==> src/rtl/ledscan_pkg.sv <==
`timescale 1ns/1ps
package ledscan_pkg;

    // Per-slot sequencer phases
    typedef enum logic [1:0] {
        SQ_BLANK,
        SQ_LOAD,
        SQ_SHIFT,
        SQ_SHOW
    } seq_state_e;

    // Row-select register: blank flag plus 3-bit row code, loaded together
    typedef struct packed {
        logic       blank;
        logic [2:0] code;
    } rowsel_t;

    // Next row number, wrapping after the last row
    function automatic logic [2:0] next_row(input logic [2:0] cur, input int unsigned nrows);
        if (int'(cur) >= int'(nrows) - 1)
            return 3'd0;
        return cur + 3'd1;
    endfunction

endpackage

==> src/rtl/slot_timer.sv <==
`timescale 1ns/1ps
module slot_timer #(
    parameter int unsigned TICK_CYCLES = 47500
) (
    input  logic clk,
    input  logic rst,
    output logic tick
);
    localparam int unsigned CW = (TICK_CYCLES > 1) ? $clog2(TICK_CYCLES) : 1;
    localparam logic [CW-1:0] LAST = CW'(TICK_CYCLES - 1);

    logic [CW-1:0] cnt;

    always_ff @(posedge clk) begin
        if (rst)
            cnt <= '0;
        else if (cnt == LAST)
            cnt <= '0;
        else
            cnt <= cnt + CW'(1);
    end

    assign tick = (cnt == LAST);


    slot_wrap_chk: assert property (@(posedge clk) disable iff (rst)
        tick |=> (cnt == '0));

endmodule

==> src/rtl/flash_gen.sv <==
`timescale 1ns/1ps
module flash_gen #(
    parameter int unsigned FLASH_HALF = 25000000
) (
    input  logic clk,
    input  logic rst,
    output logic gate_open
);
    localparam int unsigned FW = (FLASH_HALF > 1) ? $clog2(FLASH_HALF) : 1;
    localparam logic [FW-1:0] LAST = FW'(FLASH_HALF - 1);

    logic [FW-1:0] fcnt;
    logic          phase;

    always_ff @(posedge clk) begin
        if (rst) begin
            fcnt  <= '0;
            phase <= 1'b1;
        end else if (fcnt == LAST) begin
            fcnt  <= '0;
            phase <= ~phase;
        end else begin
            fcnt  <= fcnt + FW'(1);
        end
    end

    assign gate_open = phase;


    flash_hold_chk: assert property (@(posedge clk) disable iff (rst)
        (fcnt != '0) |-> $stable(phase));

endmodule

==> src/rtl/row_decode.sv <==
`timescale 1ns/1ps
module row_decode
    import ledscan_pkg::*;
#(
    parameter int unsigned N_ROWS = 7
) (
    input  rowsel_t           sel,
    output logic [N_ROWS-1:0] row_en
);
    for (genvar i = 0; i < N_ROWS; i++) begin : g_row
        assign row_en[i] = !sel.blank && (sel.code == 3'(i));
    end
endmodule

==> src/rtl/shift_seq.sv <==
`timescale 1ns/1ps
module shift_seq
    import ledscan_pkg::*;
#(
    parameter int unsigned N_ROWS    = 7,
    parameter int unsigned N_COLS    = 96,
    parameter int unsigned COL_BITS  = 8,
    parameter int unsigned SHIFT_DIV = 80
) (
    input  logic                        clk,
    input  logic                        rst,
    input  logic                        tick,
    input  logic                        gate_open,
    input  logic                        flash_override,
    input  logic [COL_BITS-1:0]         col_data,
    output logic [$clog2(N_COLS)-1:0]   col_addr,
    output logic                        ser_data,
    output logic                        ser_clk,
    output rowsel_t                     rowsel
);
    localparam int unsigned COLW = $clog2(N_COLS);
    localparam int unsigned DIVW = $clog2(2 * SHIFT_DIV);
    localparam logic [COLW-1:0] LASTCOL  = COLW'(N_COLS - 1);
    localparam logic [DIVW-1:0] DIV_RISE = DIVW'(SHIFT_DIV - 1);
    localparam logic [DIVW-1:0] DIV_END  = DIVW'(2 * SHIFT_DIV - 1);

    seq_state_e      state;
    logic [2:0]      slot_row;
    logic [DIVW-1:0] div_cnt;
    logic [COLW-1:0] bit_idx;
    logic            bit_raw;
    logic            pick;

    assign bit_raw = col_data[slot_row];
    assign pick    = bit_raw & (gate_open | flash_override);

    always_ff @(posedge clk) begin
        if (rst) begin
            state    <= SQ_BLANK;
            slot_row <= 3'd0;
            rowsel   <= '{blank: 1'b1, code: 3'd0};
            div_cnt  <= '0;
            bit_idx  <= '0;
            col_addr <= LASTCOL;
            ser_clk  <= 1'b0;
            ser_data <= 1'b0;
        end else if (tick) begin
            state    <= SQ_BLANK;
            slot_row <= next_row(slot_row, N_ROWS);
        end else begin
            unique case (state)
                SQ_BLANK: begin
                    rowsel.blank <= 1'b1;
                    col_addr     <= LASTCOL;
                    bit_idx      <= '0;
                    div_cnt      <= '0;
                    ser_clk      <= 1'b0;
                    state        <= SQ_LOAD;
                end
                SQ_LOAD: begin
                    rowsel.code <= slot_row;
                    ser_data    <= pick;
                    state       <= SQ_SHIFT;
                end
                SQ_SHIFT: begin
                    if (div_cnt == DIV_RISE) begin
                        ser_clk <= 1'b1;
                        if (bit_idx != LASTCOL)
                            col_addr <= col_addr - COLW'(1);
                        div_cnt <= div_cnt + DIVW'(1);
                    end else if (div_cnt == DIV_END) begin
                        ser_clk <= 1'b0;
                        div_cnt <= '0;
                        if (bit_idx == LASTCOL) begin
                            state        <= SQ_SHOW;
                            rowsel.blank <= 1'b0;
                            ser_data     <= 1'b0;
                        end else begin
                            bit_idx  <= bit_idx + COLW'(1);
                            ser_data <= pick;
                        end
                    end else begin
                        div_cnt <= div_cnt + DIVW'(1);
                    end
                end
                default: ;
            endcase
        end
    end


    blank_shift_chk: assert property (@(posedge clk) disable iff (rst)
        (state == SQ_SHIFT) |-> rowsel.blank);


    addr_step_chk: assert property (@(posedge clk) disable iff (rst)
        ($rose(ser_clk) && bit_idx != LASTCOL) |-> (col_addr == $past(col_addr) - COLW'(1)));


    data_setup_chk: assert property (@(posedge clk) disable iff (rst)
        $rose(ser_clk) |-> $stable(ser_data));


    code_range_chk: assert property (@(posedge clk) disable iff (rst)
        int'(rowsel.code) < int'(N_ROWS));

endmodule

==> src/rtl/ledrow_refresh.sv <==
`timescale 1ns/1ps
module ledrow_refresh
    import ledscan_pkg::*;
#(
    parameter int unsigned N_ROWS      = 7,
    parameter int unsigned N_COLS      = 96,
    parameter int unsigned COL_BITS    = 8,
    parameter int unsigned TICK_CYCLES = 47500,
    parameter int unsigned SHIFT_DIV   = 80,
    parameter int unsigned FLASH_HALF  = 25000000
) (
    input  logic                      clk,
    input  logic                      rst,
    input  logic                      flash_override,
    output logic [$clog2(N_COLS)-1:0] col_addr,
    input  logic [COL_BITS-1:0]       col_data,
    output logic                      ser_data,
    output logic                      ser_clk,
    output logic [N_ROWS-1:0]         row_en
);
    logic    tick;
    logic    gate_open;
    rowsel_t rowsel;

    slot_timer #(.TICK_CYCLES(TICK_CYCLES)) u_timer (
        .clk (clk),
        .rst (rst),
        .tick(tick)
    );

    flash_gen #(.FLASH_HALF(FLASH_HALF)) u_flash (
        .clk      (clk),
        .rst      (rst),
        .gate_open(gate_open)
    );

    shift_seq #(
        .N_ROWS   (N_ROWS),
        .N_COLS   (N_COLS),
        .COL_BITS (COL_BITS),
        .SHIFT_DIV(SHIFT_DIV)
    ) u_seq (
        .clk           (clk),
        .rst           (rst),
        .tick          (tick),
        .gate_open     (gate_open),
        .flash_override(flash_override),
        .col_data      (col_data),
        .col_addr      (col_addr),
        .ser_data      (ser_data),
        .ser_clk       (ser_clk),
        .rowsel        (rowsel)
    );

    row_decode #(.N_ROWS(N_ROWS)) u_dec (
        .sel   (rowsel),
        .row_en(row_en)
    );


    rows_onehot_chk: assert property (@(posedge clk) disable iff (rst)
        $onehot0(row_en));


    dark_while_clk_chk: assert property (@(posedge clk) disable iff (rst)
        ser_clk |-> (row_en == '0));

endmodule

==> config.mk <==
export PLATFORM = sky130hd
export DESIGN_NAME = ledrow_refresh
export DESIGN_NICKNAME = d
export VERILOG_FILES = /design/src/rtl/ledscan_pkg.sv /design/src/rtl/slot_timer.sv /design/src/rtl/flash_gen.sv /design/src/rtl/row_decode.sv /design/src/rtl/shift_seq.sv /design/src/rtl/ledrow_refresh.sv
export SDC_FILE = /design/constraint.sdc
export NUM_CORES = 1
export LEC_CHECK = 0
export BUFFER_PORTS_ARGS = -buffer_cell sky130_fd_sc_hd__buf_2
export CAP_MARGIN = 20
export CORE_MARGIN = 3
export CORE_UTILIZATION = 60
export CTS_CLUSTER_SIZE = 24
export DETAILED_ROUTE_END_ITERATION = 7
export PLACE_DENSITY = 0.83
export SYNTH_ARGS = -nofsm -noshare
export SYNTH_HDL_FRONTEND = slang
export SYNTH_SLANG_ARGS = --single-unit
export TNS_END_PERCENT = 5
==> constraint.sdc <==
create_clock -name clk -period 3.4 [get_ports clk]
set_clock_uncertainty 0.2 [all_clocks]
set_input_delay 0.51 -clock clk [delete_from_list [all_inputs] [get_ports clk]]
set_output_delay 0.51 -clock clk [all_outputs]
set_load 0.01 [all_outputs]
# Yosys cells after proc, flatten, opt, wreduce, memory -nomap -nowiden
# Index checks and enable logic that the tools add are counted.
# op_classes
muxes	32
bitwise_logic	4
eq_ne	21
add_sub_neg	6
reduce_logical	23
magnitude_cmp	2
# op_table
op	count
$mux 7	5
$pmux 7 s2	2
$add 25x1->25 const B	1
$eq 25x25->1 const B	1
$add 16x1->16 const B	1
$eq 16x16->1 const B	1
$mux 8	2
$pmux 8 s2	1
$mux 1	12
$reduce_and 4->1	3
$reduce_and 5->1	2
$eq 3x3->1 const B	3
$add 8x1->8 const B	1
$eq 8x7->1 const B	1
$eq 8x8->1 const B	1
$ne 2x1->1 const B	4
$add 7x1->7 const B	1
$eq 7x7->1 const B	1
$logic_and 1x1->1	7
$ne 7x7->1 const B	1
$sub 7x1->7 const B	1
$eq 3x2->1 const B	2
$mux 2	3
$mux 3	2
other kinds (22)	29
# word_totals
input_bits	11
out_inout_bits	16
ff_bits	75
elab_cells	100

# Depth between registers and ports, before layout
# Gate-level depths: netlist of the first run.
# logic_depth
ltp_word	7
mapped_depth	9
ltp_nobuf	7

# Modules after synthesis
# Synthesis of the first run repeated with hierarchy kept, for this count alone.
# hier_totals
hier_cells	424
hier_area_um2	3838.7
# by_module_without_submodules
mod	area_per_inst_um2	cells_each	seq_area_each_um2	n_inst
shift_seq	1819.2	196	660.6	1
flash_gen	1231.2	139	520.5	1
slot_timer	718.2	82	320.3	1
row_decode	70.1	7	0.0	1

# Worst setup path before layout of the first run
# OpenSTA, ideal clock, no wires.
# synth_path
path_kind	reg-to-reg
from	reg u_timer.cnt[4]
to	reg u_seq.col_addr[2]
synth_period_minus_slack_ns	2.334
t_arrival_ns	2.015
path_stages_with_launch	8
slack_ns	1.066
t_required_ns	3.080
n_path_buf	2
setup_ns	0.120
path_cell_list	dfxtp_1 > buf_6 > or4b_4 > or4_4 > buf_6 > nand2_4 > nor3_2 > a211o_1
# synth_between
elab_chain_cells	3
# synth_rtl
element	line_no	text
start: declaration	slot_timer.sv:12	logic [CW-1:0] cnt;
start signal: assignment	slot_timer.sv:20	cnt <= cnt + CW'(1);
$eq 16x16->1	slot_timer.sv:23	assign tick = (cnt == LAST);
$not 1->1 (no source line)	--	
$reduce_and 4->1 (no source line)	--	
end signal: assignment	shift_seq.sv:69	col_addr <= col_addr - COLW'(1);
end: declaration	shift_seq.sv:16	output logic [$clog2(N_COLS)-1:0] col_addr,
# Every way passes these cells.
# A chain may end at the register's enable or synchronous reset.

# Worst setup path after layout of the first run
# layout_path
from	reg u_timer.cnt[4]
to	reg u_timer.cnt[9]
# layout_between
elab_chain_cells	2
word_cells_on_any_way	3
cone_classes	1 x add/sub; 1 x eq/ne; 1 x reduce/logical
# layout_rtl
element
parallel branches: the longest is 2 deep, another holds $add 16x1->16
# Parallel ways; which one is timed is not known.

==> out/qor.csv, run 1 <==
metric,value,unit
status,completed,
Post-CTS Setup Bufs,0,
"Seq/Total Area, Yosys",40.5,%
Yosys warnings,0,
worst hold slack,0.283,ns
RSZ-0062 raised after global routing,no,
fin crit period,2.65,ns
DR vias/cell,5.83,
share of power burned in registers,45.1,%
"Distinct cells, synth",60,
Post-Syn Area,0.00371,sq mm
"Gates resized, CTS repair",0,
"critical path, cell by cell",or4b_4 > or4_4 > nand2b_1 > nor2_1,
TNS Setup,0,ns
H-tree Lvls,3,
"FF+latch count, synth",75,
"most common cell after layout, fill and taps aside",dfxtp_1,
Final setup viols,0,
Post-Syn Instances,427,
max_slew headroom,37.4,%
Psw,725,uW
Gate power share,25.8,%
worst min path class,reg2reg,
Top-Level Pins,27,
IO Port Bufs,26,
syn nets,448,
die width,84.6,um
most frequent cells in the layout,"dfxtp_1 (75), nor2_1 (62), nand2_1 (32)",
CTS root buf,clkbuf_8,
area growth from synthesis to layout,8.56,%
worst vdd ir,0.361,mV
maxcap violations,0,
Routed WL,7400,um
Async SR Flop Fraction,0,%
"Slew Viols, Final",0,
ANT nets after route,0,
WL per Instance,14.0,um
WP data arrival,2.65,ns
RePlAce Congestion,0.825,
Crit Path Max Fanout,19,
total number of vias,3088,
latest clock arrival within the worst-skew pair,0.35,ns
"slowest stage delay, CP",0.71,ns
PwrDens,527,mW/mm^2
share of layout cells above drive strength 1,13.0,%
Diodes inserted,0,
clock sinks,75,
HPWL Detailed,5200,um
post-cts hold buffer count,0,
post-route DRC violation count,0,
initial antenna violation count,0,
clock network power share,29.1,%
number of enable flip-flop cells after synthesis,0,
top_reg_cell synth,dfxtp_1,
CP max stage cell,or4_4,
Worst Setup End Kind,register,
critical setup path kind,reg2reg,
Rows,28,
Final Hold Viols,0,
Worst-Margin Slew,0.931,ns
total CTS buffers,9,
Die H,84.6,um
total gr overflow,0,
syn_area_per_cell,8.69,sq um
CP Launch Type,register,
pin count of the biggest net entering global routing,26,
Tot Pwr,2.12,mW
leak pwr,1.46,nW
vias in the first global route,2937,
TritonCTS clock tree,yes,
Area after DPL,0.00385,sq mm
Critical Path RT,3.40,ns
iteration count of the initial detailed-routing pass,5,
initial core utilization,62.3,%
die area,0.00716,sq mm
gr usage total,22.0,%
Fill cells,493,
Final nets,471,
Pint,1.40,mW
first-pass GRT wire length,13100,um
clock-pin slew on the worst setup and hold paths,0.07,ns
fin area,0.00403,sq mm
Final Cycle Share,78.0,%
Iteration-0 DRC Markers,161,
CORE AREA,0.00596,sq mm
CTS Buffer Depth,2,
Fmax,0.377,GHz
Sw Ratio,34.1,%
sequential cells by signal, indices dropped and copies added, names as in the netlist:
register / count
u_seq.rowsel: 4
u_seq.ser_data: 1
u_seq.state: 2
u_flash.gate_open: 1
u_seq.bit_idx: 7
u_seq.ser_clk: 1
u_flash.fcnt: 25
u_seq.col_addr: 7
u_seq.div_cnt: 8
u_seq.slot_row: 3
u_timer.cnt: 16
cell families (layout without fill, tap and decap cells):
family	after synthesis	after routing	synth area share (%)
muxes	4	4	1.45
AOI/OAI and AO/OA	51	51	9.07
buffers and inverters	25	53	3.51
adders and majority gates	10	10	3.37
xor gates and xnor gates	44	44	10.4
and+or+nand+nor	218	218	31.8
DFF	75	75	40.5
Yosys cell counts (2+ instances only):
library cell  number  share of area, %
a211oi_1           2              0.40
a21oi_1           14               1.9
a21oi_2            3              0.71
a32oi_1            3              0.71
and3_1             9               1.5
and4_1             7               1.7
buf_2              2              0.27
buf_6              4               1.2
clkbuf_1           7              0.71
dfxtp_1           75                40
ha_1              10               3.4
inv_1             10               1.0
mux2i_1            2              0.54
nand2_1           32               3.2
nand2_4            2              0.61
nand2b_1           6               1.0
nand3_1           27               3.6
nand3b_1           4              0.81
nand4_1           15               2.5
nor2_1            62               6.3
nor3_1            17               2.3
nor3b_1            2              0.40
nor4_1             7               1.2
o21a_1             3              0.61
o21ai_0           12               1.6
o21ai_1            2              0.27
or2_2              3              0.51
or3_1             10               1.7
or4_1              2              0.40
xnor2_1           15               3.5
xor2_1            29               6.8
power by group through the flow:
stage	sequential [mW]	combinational [mW]	clock, mW
after global routing	0.964	0.610	0.669
final	0.958	0.547	0.618
after global placement	0.974	0.525	0
after floorplan	0.973	0.399	0
after CTS	0.957	0.546	0.624
after detailed placement	0.977	0.541	0
final cells by class:
class	count	area (sq um)	area share, %
Clock buffer	11	141	3.51
Tap cell	75	93.8	2.33
Multi-Input combinational cell	327	2080	51.6
Clock inverter	5	37.5	0.932
Inverter	10	37.5	0.932
Timing Repair Buffer	27	138	3.42
Sequential cell	75	1500	37.3
metrics by stage:
step,setup slack [ns],instances,util [%]
after CTS,0.740,530,67.6
final,0.747,530,67.6
after global placement,0.821,514,64.6
after floorplan,1.07,427,-
after detailed placement,0.763,514,64.6
after global routing,0.606,530,67.6
path summary, 6_finish.rpt:
path                   from        endpoint  slack (ns)  depth (start not counted)
max          u_timer.cnt[4]  u_timer.cnt[9]        0.75                          4
min          u_timer.cnt[0]  u_timer.cnt[0]        0.28                          1
max reg2reg  u_timer.cnt[4]  u_timer.cnt[9]        0.75                          4
min reg2reg  u_timer.cnt[0]  u_timer.cnt[0]        0.28                          1
per-layer routing:
layer	routed length (um)	track usage, %	vias up
li1	-	-	1567
met1	3400	28.2	1463
met2	3630	36.7	49
met3	265	3.34	9
met4	109	9.64	0
met5	0	0	-
worst max-delay path: cells and delay by family (launching register included):
family           cells  cell delay, ns
AND/OR/NAND/NOR      4            1.93
flip-flops           1            0.38
No activity file was read; power rests on OpenSTA's default activity.
==> run 2, diff against run 1 <==
- clock period: 3.4 -> 2.59 ns (I/O delays scaled with it)
==> out/qor.csv, run 2 (synthesized netlist as in run 1, its figures left out) <==
metric,value,unit,change
status,completed,,unchanged
WP data arrival,2.50,ns,was 2.65 ns
"most common cell after layout, fill and taps aside",dfxtp_1,,unchanged
IO Port Bufs,26,,unchanged
placed insts,524,,was 514
Post-CTS Setup Bufs,0,,unchanged
leak pwr,1.52,nW,was 1.46 nW
CTS root buf,clkbuf_8,,unchanged
"Gates resized, CTS repair",0,,unchanged
post-cts hold buffer count,0,,unchanged
max reg flops,25,,unchanged
Pint,1.88,mW,was 1.40 mW
"slowest stage delay, CP",0.71,ns,about the same
CP Depth,5,,was 4
gr usage total,22.5,%,was 22.0%
reg-to-reg endpoint,u_seq.col_addr[2],,was u_timer.cnt[9]
Fill cells,486,,was 493
Rows,28,,unchanged
worst min path class,in2reg,,was reg2reg
R2R cell count,5,,was 4
most frequent cells in the layout,"dfxtp_1 (75), nor2_1 (62), nand2_1 (32)",,unchanged
family with the most delay on the worst path,simple AND/OR/NAND/NOR gates,,unchanged
Biggest register,u_flash.fcnt,,unchanged
Psw,947,uW,was 725 uW
RSZ-0062 raised after global routing,no,,unchanged
CP max stage cell,or4_4,,unchanged
post-route DRC violation count,0,,unchanged
DR vias/cell,5.83,,about the same
Critical Path RT,2.63,ns,was 3.40 ns
worst hold stages,5,,was 1
Top-Level Pins,27,,unchanged
CTS Buffer Depth,2,,unchanged
Crit Path Max Fanout,19,,unchanged
area growth from synthesis to layout,10.6,%,was 8.56%
die width,84.6,um,unchanged
total CTS buffers,9,,unchanged
worst reg2reg startpoint,u_timer.cnt[9],,was u_timer.cnt[4]
CORE AREA,0.00596,sq mm,unchanged
Iteration-0 DRC Markers,180,,was 161
Diodes inserted,0,,unchanged
Worst Setup End Kind,register,,unchanged
Hold Crit Start,flash_override,,was u_timer.cnt[0]
maxcap violations,0,,unchanged
initial antenna violation count,0,,unchanged
H-tree Lvls,3,,unchanged
PwrDens,689,mW/mm^2,was 527 mW/mm^2
first-pass GRT wire length,13400,um,was 13100 um
die area,0.00716,sq mm,unchanged
max_slew headroom,63.2,%,was 37.4%
HPWL Detailed,5280,um,was 5200 um
Worst-Margin Slew,0.552,ns,was 0.931 ns
TritonCTS clock tree,yes,,unchanged
Hold Crit Endpoint,u_seq.ser_data,,was u_timer.cnt[0]
total gr overflow,0,,unchanged
"setup slack, reg-to-reg",0.13,ns,was 0.75 ns
Die H,84.6,um,unchanged
Buffers & Inverters on Critical Path,0,,unchanged
WL per Instance,14.1,um,was 14.0 um
pin count of the biggest net entering global routing,26,,unchanged
ANT nets after route,0,,unchanged
Gate power share,26.6,%,was 25.8%
TNS Setup,0,ns,unchanged
Fmax,0.406,GHz,was 0.377 GHz
Final Hold Viols,0,,unchanged
vias in the first global route,3047,,was 2937
Final nets,481,,was 471
worst vdd ir,0.484,mV,was 0.361 mV
clock sinks,75,,unchanged
clock-pin slew on the worst setup and hold paths,0.08,ns,was 0.07 ns
share of power burned in registers,44.5,%,was 45.1%
fin crit period,2.46,ns,was 2.65 ns
Register Area,0.00150,sq mm,unchanged
clock network power share,28.9,%,was 29.1%
CP Launch Type,register,,unchanged
"critical path, cell by cell",or4b_4 > or4_4 > nand2_4 > nor3_2 > a211o_1,,was or4b_4 > or4_4 > nand2b_1 > nor2_1
fin cells,539,,was 530
Final Cycle Share,95.1,%,was 78.0%
critical setup path kind,reg2reg,,unchanged
total number of vias,3142,,was 3088
largest registers,"u_flash.fcnt: 25 flops, u_timer.cnt: 16 flops, u_seq.div_cnt: 8 flops",,unchanged
RePlAce Congestion,0.906,,was 0.825
Final setup viols,0,,unchanged
latest clock arrival within the worst-skew pair,0.35,ns,about the same
iteration count of the initial detailed-routing pass,5,,unchanged
initial core utilization,62.3,%,unchanged
share of layout cells above drive strength 1,14.9,%,was 13.0%
"Slew Viols, Final",0,,unchanged
multi-input logic area,0.00208,sq mm,unchanged
Routed WL,7620,um,was 7400 um
Sw Ratio,33.5,%,was 34.1%
-- run 2: cell types whose count changed in the layout (fill, tap and decap cells not counted) --
cell	before	now
buf_4	1	11
clkinvlp_4	2	1
inv_6	1	0
clkbuf_8	10	11
clkbuf_1	1	0
clkinv_2	1	2
-- run 2: how the worst max path moves through the flow --
| stage | startpoint | endpoint | slack, ns |
|---|---|---|---|
| 2_1_floorplan | u_timer.cnt[4] | u_seq.col_addr[2] | 0.26 |
| 3_3_place_gp | u_timer.cnt[9] | u_seq.col_addr[2] | 0.20 |
| 3_5_place_dp | u_timer.cnt[9] | u_seq.col_addr[6] | 0.13 |
| 4_1_cts | u_timer.cnt[9] | u_seq.col_addr[6] | 0.12 |
| 5_1_grt | u_timer.cnt[9] | u_seq.col_addr[2] | 0.06 |
| 6_report | u_timer.cnt[9] | u_seq.col_addr[2] | 0.13 |
-- run 2: metrics by stage --
step	hold slack, ns	instance area, sq um	utilization, %	worst slack [ns]	power [mW]
2_1_floorplan	0.226	3710	-	0.256	1.80
3_3_place_gp	0.238	3930	65.9	0.197	2.00
3_5_place_dp	0.256	3930	65.9	0.135	2.02
4_1_cts	0.243	4100	68.9	0.124	2.84
5_1_grt	0.280	4100	68.9	0.0594	2.98
6_report	0.253	4100	68.9	0.127	2.83
-- run 2: power groups by stage --
stage          sequential, mW  combinational [mW]  clock [mW]
5_1_grt                  1.27               0.833       0.887
3_5_place_dp             1.28               0.737           0
2_1_floorplan            1.28               0.524           0
3_3_place_gp             1.28               0.721           0
4_1_cts                  1.26               0.746       0.833
6_report                 1.26               0.751       0.817
-- run 2: worst min-delay path, stage by stage --
cell      delay [ns]
buf_2           0.09
nor2_1          0.08
a311oi_1        0.06
nand3_1         0.07
o21ai_0         0.06
-- run 2: final cells by class --
class	count	area share (%)
Inverter	10	0.915
Clock buffer	11	3.69
Tap cell	75	2.29
Timing Repair Buffer	37	5.18
Multi-Input combinational cell	327	50.7
Sequential cell	75	36.6
Clock inverter	4	0.640
-- run 2: routing by layer --
metal | wire [um] | track usage (%) | share of wire, %
met5 | 0 | 0 | 0
met4 | 115 | 9.35 | 1.5
met3 | 311 | 6.28 | 4.1
met2 | 3770 | 37.5 | 49
met1 | 3420 | 27.2 | 45
